===== config.mk =====
export PLATFORM = sky130hd
export DESIGN_NAME = pit_timer
export DESIGN_NICKNAME = d
export VERILOG_FILES = /design/src/rtl/pit_pkg.sv /design/src/rtl/pit_ctrl_decode.sv /design/src/rtl/pit_byte_collect.sv /design/src/rtl/pit_chan.sv /design/src/rtl/pit_timer.sv
export SDC_FILE = /design/constraint.sdc
export NUM_CORES = 1
export LEC_CHECK = 0
export BUFFER_PORTS_ARGS = -buffer_cell sky130_fd_sc_hd__clkbuf_2
export CORE_MARGIN = 2
export CORE_UTILIZATION = 48
export CTS_CLUSTER_DIAMETER = 60
export DETAILED_ROUTE_END_ITERATION = 10
export PLACE_DENSITY = 0.71
export SYNTH_ARGS = -nofsm -noshare
export SYNTH_HDL_FRONTEND = slang
export SYNTH_SLANG_ARGS = --single-unit

===== constraint.sdc =====
create_clock -name clk -period 2.1 [get_ports clk]
set_input_delay 0 -clock clk [delete_from_list [all_inputs] [get_ports clk]]
set_output_delay 0 -clock clk [all_outputs]
set_load 0.05 [all_outputs]

===== src/rtl/pit_pkg.sv =====
// Shared constants for the dual-channel interval timer.
package pit_pkg;
    localparam logic [1:0] PORT_C0   = 2'd0;
    localparam logic [1:0] PORT_C2   = 2'd2;
    localparam logic [1:0] PORT_CTRL = 2'd3;
    localparam logic [7:0] STATUS_EXPIRED = 8'h20;
    localparam int unsigned NUM_CH = 2;

    typedef enum logic [1:0] {
        SEL_CH0      = 2'd0,
        SEL_CH1      = 2'd1,
        SEL_CH2      = 2'd2,
        SEL_READBACK = 2'd3
    } ch_sel_e;
endpackage


===== src/rtl/pit_ctrl_decode.sv =====
// Control-byte decoder: accepts low-then-high access for channels 0 and 2,
// stores the 3-bit mode, and pulses an error for every other control byte.
// Assumes ctrl_wr is a single-cycle strobe.
module pit_ctrl_decode
    import pit_pkg::*;
#(
    parameter int MODE_W = 3
) (
    input  logic              clk,
    input  logic              rst_n,
    input  logic              ctrl_wr,
    input  logic [7:0]        ctrl_byte,
    output logic [MODE_W-1:0] mode0,
    output logic [MODE_W-1:0] mode2,
    output logic              err
);
    ch_sel_e    sel;
    logic       access_ok;
    logic       sel_ok;

    // Field extraction from the control byte.
    always_comb begin
        sel       = ch_sel_e'(ctrl_byte[7:6]);
        access_ok = (ctrl_byte[5:4] == 2'b11);
        sel_ok    = (sel == SEL_CH0) || (sel == SEL_CH2);
    end

    // Mode storage and error pulse.
    always_ff @(posedge clk) begin
        if (!rst_n) begin
            mode0 <= '0;
            mode2 <= '0;
            err   <= 1'b0;
        end else begin
            err <= 1'b0;
            if (ctrl_wr) begin
                if (!access_ok || !sel_ok) begin
                    err <= 1'b1;
                end else if (sel == SEL_CH0) begin
                    mode0 <= ctrl_byte[MODE_W:1];
                end else begin
                    mode2 <= ctrl_byte[MODE_W:1];
                end
            end
        end
    end
endmodule


===== src/rtl/pit_byte_collect.sv =====
// Two-write value assembler with one pending flag shared by all data ports.
// The first write keeps the low byte. The second write issues a load strobe,
// in the same cycle, to the channel named by the second write's port.
module pit_byte_collect
    import pit_pkg::*;
#(
    parameter int COUNT_W = 16
) (
    input  logic               clk,
    input  logic               rst_n,
    input  logic               data_wr,
    input  logic [1:0]         data_port,
    input  logic [7:0]         data_byte,
    output logic [NUM_CH-1:0]  load,
    output logic [COUNT_W-1:0] load_val
);
    logic       pending;
    logic [7:0] low_q;
    logic       complete;

    // Load strobe and assembled value.
    always_comb begin
        complete = data_wr && pending;
        load_val = {data_byte, low_q};
        load[0]  = complete && (data_port == PORT_C0);
        load[1]  = complete && (data_port == PORT_C2);
    end

    // Pending flag and low-byte holding register.
    always_ff @(posedge clk) begin
        if (!rst_n) begin
            pending <= 1'b0;
            low_q   <= '0;
        end else if (data_wr) begin
            if (pending) begin
                pending <= 1'b0;
            end else begin
                pending <= 1'b1;
                low_q   <= data_byte;
            end
        end
    end
endmodule


===== src/rtl/pit_chan.sv =====
// One periodic down-counter. A load arms it and clears its expiry status.
// Each tick_en decrements it. On the last tick it fires, sets the sticky
// status and reloads. A loaded 0 counts as 2**COUNT_W. Load wins over a tick.
module pit_chan #(
    parameter int COUNT_W = 16
) (
    input  logic               clk,
    input  logic               rst_n,
    input  logic               tick_en,
    input  logic               load,
    input  logic [COUNT_W-1:0] load_val,
    output logic               fire,
    output logic               expired
);
    localparam int CNT_W = COUNT_W + 1;
    localparam logic [CNT_W-1:0] FULL_COUNT = CNT_W'(1) << COUNT_W;

    logic [COUNT_W-1:0] reload_q;
    logic [CNT_W-1:0]   cnt_q;
    logic               running;

    // Widen a stored value so that zero becomes the full range.
    function automatic logic [CNT_W-1:0] widen(input logic [COUNT_W-1:0] v);
        return (v == '0) ? FULL_COUNT : {1'b0, v};
    endfunction

    // Count, reload and expiry tracking.
    always_ff @(posedge clk) begin
        if (!rst_n) begin
            reload_q <= '0;
            cnt_q    <= '0;
            running  <= 1'b0;
            expired  <= 1'b0;
            fire     <= 1'b0;
        end else begin
            fire <= 1'b0;
            if (load) begin
                reload_q <= load_val;
                cnt_q    <= widen(load_val);
                running  <= 1'b1;
                expired  <= 1'b0;
            end else if (running && tick_en) begin
                if (cnt_q == CNT_W'(1)) begin
                    cnt_q   <= widen(reload_q);
                    expired <= 1'b1;
                    fire    <= 1'b1;
                end else begin
                    cnt_q <= cnt_q - CNT_W'(1);
                end
            end
        end
    end
endmodule


===== src/rtl/pit_timer.sv =====
// Top of the dual-channel interval timer: routes the shared write port to
// the control decoder and the byte collector, runs one counter per channel,
// and muxes the selected channel's status byte. Channel index 1 is channel 2.
module pit_timer
    import pit_pkg::*;
#(
    parameter int COUNT_W = 16,
    parameter int MODE_W  = 3
) (
    input  logic              clk,
    input  logic              rst_n,
    input  logic              tick_en,
    input  logic              wr_en,
    input  logic [1:0]        wr_port,
    input  logic [7:0]        wr_data,
    input  logic              rd_sel,
    output logic [7:0]        rd_status,
    output logic              cfg_err,
    output logic [MODE_W-1:0] mode_c0,
    output logic [MODE_W-1:0] mode_c2,
    output logic              fire_c0,
    output logic              fire_c2
);
    logic               ctrl_wr;
    logic               data_wr;
    logic [NUM_CH-1:0]  ch_load;
    logic [NUM_CH-1:0]  ch_fire;
    logic [NUM_CH-1:0]  ch_exp;
    logic [COUNT_W-1:0] load_val;

    // Write-port routing.
    always_comb begin
        ctrl_wr = wr_en && (wr_port == PORT_CTRL);
        data_wr = wr_en && ((wr_port == PORT_C0) || (wr_port == PORT_C2));
    end

    pit_ctrl_decode #(.MODE_W(MODE_W)) u_dec (
        .clk       (clk),
        .rst_n     (rst_n),
        .ctrl_wr   (ctrl_wr),
        .ctrl_byte (wr_data),
        .mode0     (mode_c0),
        .mode2     (mode_c2),
        .err       (cfg_err)
    );

    pit_byte_collect #(.COUNT_W(COUNT_W)) u_col (
        .clk       (clk),
        .rst_n     (rst_n),
        .data_wr   (data_wr),
        .data_port (wr_port),
        .data_byte (wr_data),
        .load      (ch_load),
        .load_val  (load_val)
    );

    for (genvar g = 0; g < NUM_CH; g++) begin : g_ch
        pit_chan #(.COUNT_W(COUNT_W)) u_chan (
            .clk      (clk),
            .rst_n    (rst_n),
            .tick_en  (tick_en),
            .load     (ch_load[g]),
            .load_val (load_val),
            .fire     (ch_fire[g]),
            .expired  (ch_exp[g])
        );
    end

    // Output mapping and status mux.
    always_comb begin
        fire_c0   = ch_fire[0];
        fire_c2   = ch_fire[1];
        rd_status = ch_exp[rd_sel] ? STATUS_EXPIRED : 8'h00;
    end
endmodule


# Word-level counts from Yosys, hierarchy flattened
# Cells that the tools add are included.
# totals
elab_cells	75
output_inout_bits	17
ff_bits	88
# classes
addsub	2
n_reduce_logical	29
eq_ne	6
n_mux	16
n_bitwise	6
magnitude_cmp	1
# op_table
operator	n
17-bit two-way mux	9
16-bit logical NOT	3
17-bit by 1-bit == test with 1-bit output, second input constant	2
17-bit by 1-bit subtractor with 17-bit output, second input constant	2
2-bit == test, second input constant	4
2-bit AND reduction	4
1-bit logical AND	7
1-bit two-way mux	6
6-bit two-way mux	1
1-bit inverter	6
3-bit AND reduction	2
3-bit OR reduction	2
2-bit logical NOT	2
2-bit nonzero test	2
2-bit OR reduction	2
1-bit logical OR	3
1-bit logical NOT	2
1-bit by 2-bit < comparator with 1-bit output, second input constant	1

# Longest topological paths before layout
# Gate-level depths: netlist (run 1).
# logic_depth
depth_word	6
ltp_mapped	8
depth_no_buf	7

# Cells and area by module
# Synthesis (run 1) repeated with hierarchy kept, for this count alone.
# unflattened
cells_unflattened	541
hier_area_um2	4825.9
# modules_own_cells
mod	instances	cells_each	area_each_um2	seq_area_each_um2
pit_chan	2	226	1993.2	720.7
pit_byte_collect	1	50	454.2	180.2
pit_ctrl_decode	1	28	301.5	140.1
pit_timer	1	11	83.8	0.0

# Worst setup path before layout (run 1)
# Ideal clock, no wire load.
# synth_timing
path_type	register -> register
start	reg g_ch[0].u_chan.cnt_q[2]
end	reg g_ch[0].u_chan.cnt_q[0]
path_slack_ps	298
arrival_ps	1664
n_path_buf	2
t_required_ps	1961
path_stages_with_launch	7
setup_ps	139
synth_period_minus_slack_ps	1802
path_cell_list	dfxtp_1 > buf_6 > or4_1 > or2_1 > buf_4 > o31ai_2 > a221oi_1
# synth_between
elab_chain_cells	4
# synth_lines
item	line_no	rtl
from (decl)	pit_chan.sv:19	logic [CNT_W-1:0] cnt_q;
from (signal assigned)	pit_chan.sv:39	cnt_q <= widen(load_val);
from (signal assigned)	pit_chan.sv:44	cnt_q <= widen(reload_q);
from (signal assigned)	pit_chan.sv:48	cnt_q <= cnt_q - CNT_W'(1);
17-bit by 1-bit == test with 1-bit output	pit_chan.sv:43	if (cnt_q == CNT_W'(1)) begin
17-bit two-way mux	pit_chan.sv:43	
17-bit two-way mux	pit_chan.sv:42	end else if (running && tick_en) begin
17-bit two-way mux	pit_chan.sv:37	if (load) begin
# Every way passes these cells. The select of a mux whose other input is x is not followed.
# A chain may end at the register's enable or synchronous reset.

# Worst setup path in the final report (run 1)
# layout_timing
start	reg g_ch[0].u_chan.cnt_q[2]
end	reg g_ch[0].u_chan.cnt_q[16]
# layout_between
elab_chain_cells	4
# layout_lines
item	line_no
17-bit by 1-bit subtractor with 17-bit output or 17-bit by 1-bit == test with 1-bit output (tied branches)	pit_chan.sv:48, pit_chan.sv:43
17-bit two-way mux *	pit_chan.sv:43
17-bit two-way mux *	pit_chan.sv:42
17-bit two-way mux *	pit_chan.sv:37
# Mark *: on every way between the ends. The rest lies on a longest branch, timed or not. The select of a mux whose other input is x is not followed.

==> results of run 1 <==
## metrics by stage
step,power (uW),worst slack (ns),hold WS (ns),std cells,utilization [%]
after floorplan,2140,0.298,0.136,588,-
after global placement,2250,0.170,0.332,721,52.7
after detailed placement,2270,0.112,0.335,721,52.7
after CTS,3480,0.0868,0.0180,745,55.7
after global routing,3630,-0.00196,0.0213,747,56.0
final,3480,0.0635,0.0269,747,56.0
## synthesized netlist by cell type (all sizes together) (6+ instances only)
library cell,number
nor4,18
o21ai,33
buf,18
nand2,104
o211ai,6
o31ai,10
dfxtp,88
a21oi,69
a31oi,6
o22ai,6
clkbuf,27
nand3,24
nand4,10
a221oi,7
nor2,37
xnor2,8
inv,6
nor3,15
## cell type report
class                           count  area (um2)
Fill cell                         898        4080
Multi-Input combinational cell    449        2630
Sequential cell                    88        1760
Timing Repair Buffer               59         415
Tap cell                          129         161
Clock buffer                       10         138
Clock inverter                      6        67.6
Inverter                            6        22.5
## final timing paths
kind / to / slack, ns
worst min register to register: u_dec.mode2[2] / 0.47
worst min-delay path: u_col.low_q[7] / 0.03
worst max register to register: g_ch[0].u_chan.cnt_q[16] / 0.06
worst max-delay path: g_ch[0].u_chan.cnt_q[16] / 0.06
## per-layer routing
metal  up-vias  GRT usage (%)
li1       2180              -
met1      2210           38.0
met2       264           42.2
met3        35           4.10
met4         0           10.3
met5         -              0
## worst max-delay path, cell delays in order, from the launching register on
cell and delay, ns:
dfxtp_1 0.41, or4_1 0.65, or2_1 0.46, and3_4 0.24, o31ai_2 0.20
## power by group through the flow
stage,Combinational (uW),Sequential (uW),Clock [uW]
6_report,507,1750,1230
5_1_grt,554,1760,1310
4_1_cts,493,1750,1240
3_5_place_dp,478,1790,0
3_3_place_gp,469,1790,0
2_1_floorplan,365,1770,0
## sequential cells by signal, summed over array words and instances (netlist names)
register              cells
g_ch.u_chan.cnt_q        34
g_ch.u_chan.expired       2
g_ch.u_chan.reload_q     32
u_dec.mode0               3
u_dec.mode2               3
g_ch.u_chan.fire          2
u_dec.err                 1
g_ch.u_chan.running       2
u_col.low_q               8
u_col.pending             1
## timing repair
item	in CTS	in global routing
endpoints found under the setup margin	0	8
gates resized for setup	0	2
setup buffers	0	2
endpoints found under the hold margin	12	0
hold buffers	8	0
## kinds of logic (layout without fill, tap and decap cells)
kind of cell,after synthesis,after routing
compound gates,174,174
xor+xnor,12,12
fa+ha+maj,4,4
buf+inv,51,81
flops,88,88
mux,8,8
other cells,1,7
simple gates,244,244
==> metrics, run 1 <==
status finished, final reports clean; async set or reset register ratio after synthesis 0%; cell taking the most area after synthesis dfxtp_1; hold path depth 3; clock tree buffer depth 2; endpoint class of the critical path flip-flop; Final Critical Period 2.04 ns; Reg power frac 50.3%; DRC viols 0; FMAX 491 MHz; Worst VDD drop 0.000445 V; Clock Latency Late Sink 0.36 ns; final setup fails 0; adder-cell share of the synthesized area 1.09%; first-pass GRT wire length 22.1 mm; total number of vias 4689; Hold Crit Start wr_data[7]; antenna violations before repair 0; Sw Share 28.4%; met2 wire len 6.15 mm; synth top area cells dfxtp_1 (38%), nand2_1 (8.5%), a21oi_1 (7.5%); Layout Area Growth over Synthesis 13.0%; required time worst endpoint 2.38 ns; Seq cells post-synth 88; core area 9280 um2; num ports 32; Int Pwr 2490 uW; Synth Area in Simple Gates 27.1%; logic gate share of total power 14.6%; port bufs 24; combinational family with the most area after synthesis simple AND/OR/NAND/NOR gates; detailed placer's ending HPWL 9.23 mm; HP Class primary input to flip-flop; startpoint types flip-flop; ant diodes 0; number of H-tree levels 3; total gr overflow 0; CP max FO 11; clock power share 35.2%; Hold Vio Cnt, Final 0; Metal-1 WL 5.93 mm; clk slew on worst S/H paths 0.09 ns; Worst Skew 0.0110 ns; WS Path Type flip-flop to flip-flop; # nets final 632; 1st-iter DRT viols 501; Compound-Gate Fraction of Synth Area 24.2%; Final ANT Viol Nets 0; max-cap viol count 0; Data arrival, critical path 2.31 ns; die area 10400 um2; total negative setup slack 0 ns; drt first pass iters 5; Net Sw Power 991 uW; final clock period utilization by the worst path 97.0%; most common cell after layout, fill and taps aside nand2_1; number of global-route vias before repair 4283; Sink Count 88; largest net degree at the start of global routing 38; layout cells sized above 1 14.6%; Die Wd 102 um; top cell type's share of synthesized area 38.3%; Top Metal Used met4; vias per cell 6.28; Synth Cell Area 4600 um2; Placer Congestion 0.948; Slew Limit Fails 0; Ys Warns 0; Routed WL 13.5 mm; WL met3 1.08 mm; placed instance area 4890 um2; Die H 102 um; R2R depth 4; commonest non-fill, non-tap cells in the layout nand2_1 (104), dfxtp_1 (87), a21oi_1 (69), nor2_1 (36), o21ai_0 (33); wire length per cell 18.1 um; mux cell area share after synthesis 1.82%; initial core utilization 49.6%; worst slew pin tran 0.568 ns; area share of xor/xnor cells in the synthesized design 2.28%; RSZ-0062 raised after global routing yes; Seq/Total Area, Yosys 38.3%; clk root buf clkbuf_8; EDFF count, synth 0; Mean Syn Cell Area 7.91 um2; Rows 35; CTS tree yes; reg-to-reg startpoint g_ch[0].u_chan.cnt_q[2]; Post-Synthesis Cells 582; post-synth cell types 71; Main synth FF type dfxtp_1; design area 5200 um2; leak pwr 0.00193 uW; Num CTS Buffers 9; overall routing resource usage 27.1%; Power Dens Cells 670 nW/um2; Critical Path Source g_ch[0].u_chan.cnt_q[2]; Slew headroom 61.8%
Power figures use the tool's default switching activity.
==> run 2, diff against run 1 <==
--- a/config.mk
+++ b/config.mk
@@ -7,10 +7,12 @@
 export LEC_CHECK = 0
 export BUFFER_PORTS_ARGS = -buffer_cell sky130_fd_sc_hd__clkbuf_2
 export CORE_MARGIN = 2
-export CORE_UTILIZATION = 48
+export CORE_UTILIZATION = 27
 export CTS_CLUSTER_DIAMETER = 60
 export DETAILED_ROUTE_END_ITERATION = 10
-export PLACE_DENSITY = 0.71
+export PLACE_DENSITY = 0.47
+export RECOVER_POWER = 50
 export SYNTH_ARGS = -nofsm -noshare
 export SYNTH_HDL_FRONTEND = slang
+export SYNTH_HIERARCHICAL = 1
 export SYNTH_SLANG_ARGS = --single-unit
==> run 2 against run 1 <==
Die area grew 83%; setup slack better by 0.093 ns; sequential power is essentially flat; sequential share of layout area is 1.9 points lower; sequential cell count unchanged; utilization decreased by 24 points; synthesized cell count decreased by 7.0%; largest power group unchanged; critical endpoint is now g_ch[0].u_chan/cnt_q[10].
==> metrics, run 2 <==
overall routing resource usage 15.5%; crit path buf inv count 2; Power Dens Cells 708 nW/um2; die area 19000 um2; Most flops, register g_ch.u_chan/cnt_q; Ys Warns 6; final clock period utilization by the worst path 92.6%; # nets final 583; CTS tree yes; worst hold slack 0.0379 ns; commonest non-fill, non-tap cells in the layout dfxtp_1 (88), nand2_1 (58), mux2i_1 (46), nor2b_1 (32), nor2_1 (28); Routed WL 14.0 mm; most frequent cell after synthesis dfxtp_1; HP Class primary input to flip-flop; first-pass GRT wire length 22.6 mm; largest net degree at the start of global routing 47; Rows 48; drt first pass iters 6; Overall Power 3890 uW; Seq/Total Area, Yosys 36.5%; vias per cell 5.20; pre-CTS WS 0.139 ns; most common cell after layout, fill and taps aside dfxtp_1; Die H 138 um; number of global-route vias before repair 4084; clk slew on worst S/H paths 0.07 ns; clk root buf clkbuf_16; Crit path max-delay family simple AND/OR/NAND/NOR gates; setup ws final 0.156 ns; Data arrival, critical path 2.21 ns; total negative setup slack 0 ns; cell taking the most area after synthesis dfxtp_1; Clock Latency Late Sink 0.34 ns; synth top area cells dfxtp_1 (37%), mux2i_1 (9.5%), nand2_1 (4.5%); worst slew pin tran 0.988 ns; antenna violations before repair 0; Die Wd 138 um; detailed placer's ending HPWL 9.98 mm; Slew Limit Fails 0; RSZ-0062 raised after global routing no; required time worst endpoint 2.37 ns; EDFF count, synth 0; Worst VDD drop 0.000300 V; port bufs 24; crit-path cells inv_1 -> ha_1 -> nor4b_2 -> buf_4 -> and4_2 -> nor2_2 -> a221oi_1 -> a21oi_1; Worst Skew 0.00940 ns; Final Critical Period 1.94 ns; Layout Area Growth over Synthesis 13.9%; wire length per cell 17.7 um; max FFs per register 34; final setup fails 0; critical path's largest stage delay 0.39 ns; Synth Cell Area 4830 um2; hold path depth 3; CP max FO 7; slowest CP cell dfxtp_1; startpoint types flip-flop; hold buffers post-CTS 0; R2R depth 8; total number of vias 4132; DRC viols 0; Main synth FF type dfxtp_1; Sink Count 88; number of H-tree levels 3; endpoint class of the critical path flip-flop; Post-Synthesis Cells 541; Worst path depth 8; top cell type's share of synthesized area 36.5%; async set or reset register ratio after synthesis 0%; WS Path Type flip-flop to flip-flop; post-synth cell types 58; total gr overflow 0; num ports 32; Mean Syn Cell Area 8.92 um2; Slew headroom 34.0%; status finished, final reports clean; layout cells sized above 1 15.3%; max-cap viol count 0; leak pwr 0.00204 uW; Seq cells post-synth 88; Hold Vio Cnt, Final 0; Post-synth top cells dfxtp_1 (88), nand2_1 (58), mux2i_1 (46); Placer Congestion 0.859; clock tree buffer depth 2; Final ANT Viol Nets 0; initial core utilization 27.8%; Num CTS Buffers 9; biggest regs g_ch.u_chan/cnt_q: 34 flops, g_ch.u_chan/reload_q: 32 flops, u_col/low_q: 8 flops; 1st-iter DRT viols 228; FMAX 514 MHz; ant diodes 0; core area 17400 um2
==> run 2: final timing paths <==
kind                           start                  endpoint  slack [ns]
max          g_ch[0].u_chan/cnt_q[1]  g_ch[0].u_chan/cnt_q[10]        0.16
min                       wr_data[1]            u_col/low_q[1]        0.04
min reg2reg           u_dec/mode2[0]            u_dec/mode2[0]        0.47
max reg2reg  g_ch[0].u_chan/cnt_q[1]  g_ch[0].u_chan/cnt_q[10]        0.16
==> run 2: repair_timing <==
action / in CTS / in global routing
setup endpoints to repair: 0 / 9
resized for setup: 0 / 4
buffers inserted: 0 / 0
endpoints found under the hold margin: 0 / 0
==> run 2: tightest hold or removal path, delay by kind of cell <==
kind          cells  cell delay, ns
simple gates      1            0.09
mux               1            0.06
buf+inv           1            0.18
==> run 2: routing by layer <==
layer  up-vias  wire length, um  GRT usage [%]
li1       2006                -              -
met1      1992             6880           22.3
met2       122             6370           24.3
met3        12              614           1.95
met4         0              161           4.54
met5         -                0              0
==> run 2: report_power, final <==
part | switching, uW | total, uW | internal (uW) | leakage [uW]
clock | 724 | 1660 | 934 | 0.000146
combinational | 276 | 481 | 205 | 0.00118
sequential | 56.8 | 1750 | 1700 | 0.000711
==> run 2: stage by stage <==
step	util [%]	cell area, um2	instances
finish	31.7	5500	794
CTS	31.7	5500	794
global placement	30.0	5200	778
detailed placement	30.0	5200	778
global route	31.7	5500	794
floorplan	-	4850	547
==> run 2: logic make-up after synthesis <==
kind of cell	count (synthesis)	synth area share, %
AO/OA/AOI/OAI	111	15.5
other	1	0.0777
flip-flops	88	36.5
adder cells (fa/ha/maj)	4	1.04
buffers and inverters	55	6.20
AND/OR/NAND/NOR	213	26.6
XOR/XNOR	20	3.63
multiplexers	49	10.5
==> run 2: cell type report <==
cell class | instances | area (um2)
clock buffer | 9 | 225
clock inverter | 7 | 77.6
fill | 1816 | 11900
inverter | 10 | 37.5
multi-input combinational | 404 | 2820
sequential | 88 | 1760
tap | 225 | 282
timing repair buffer | 51 | 300
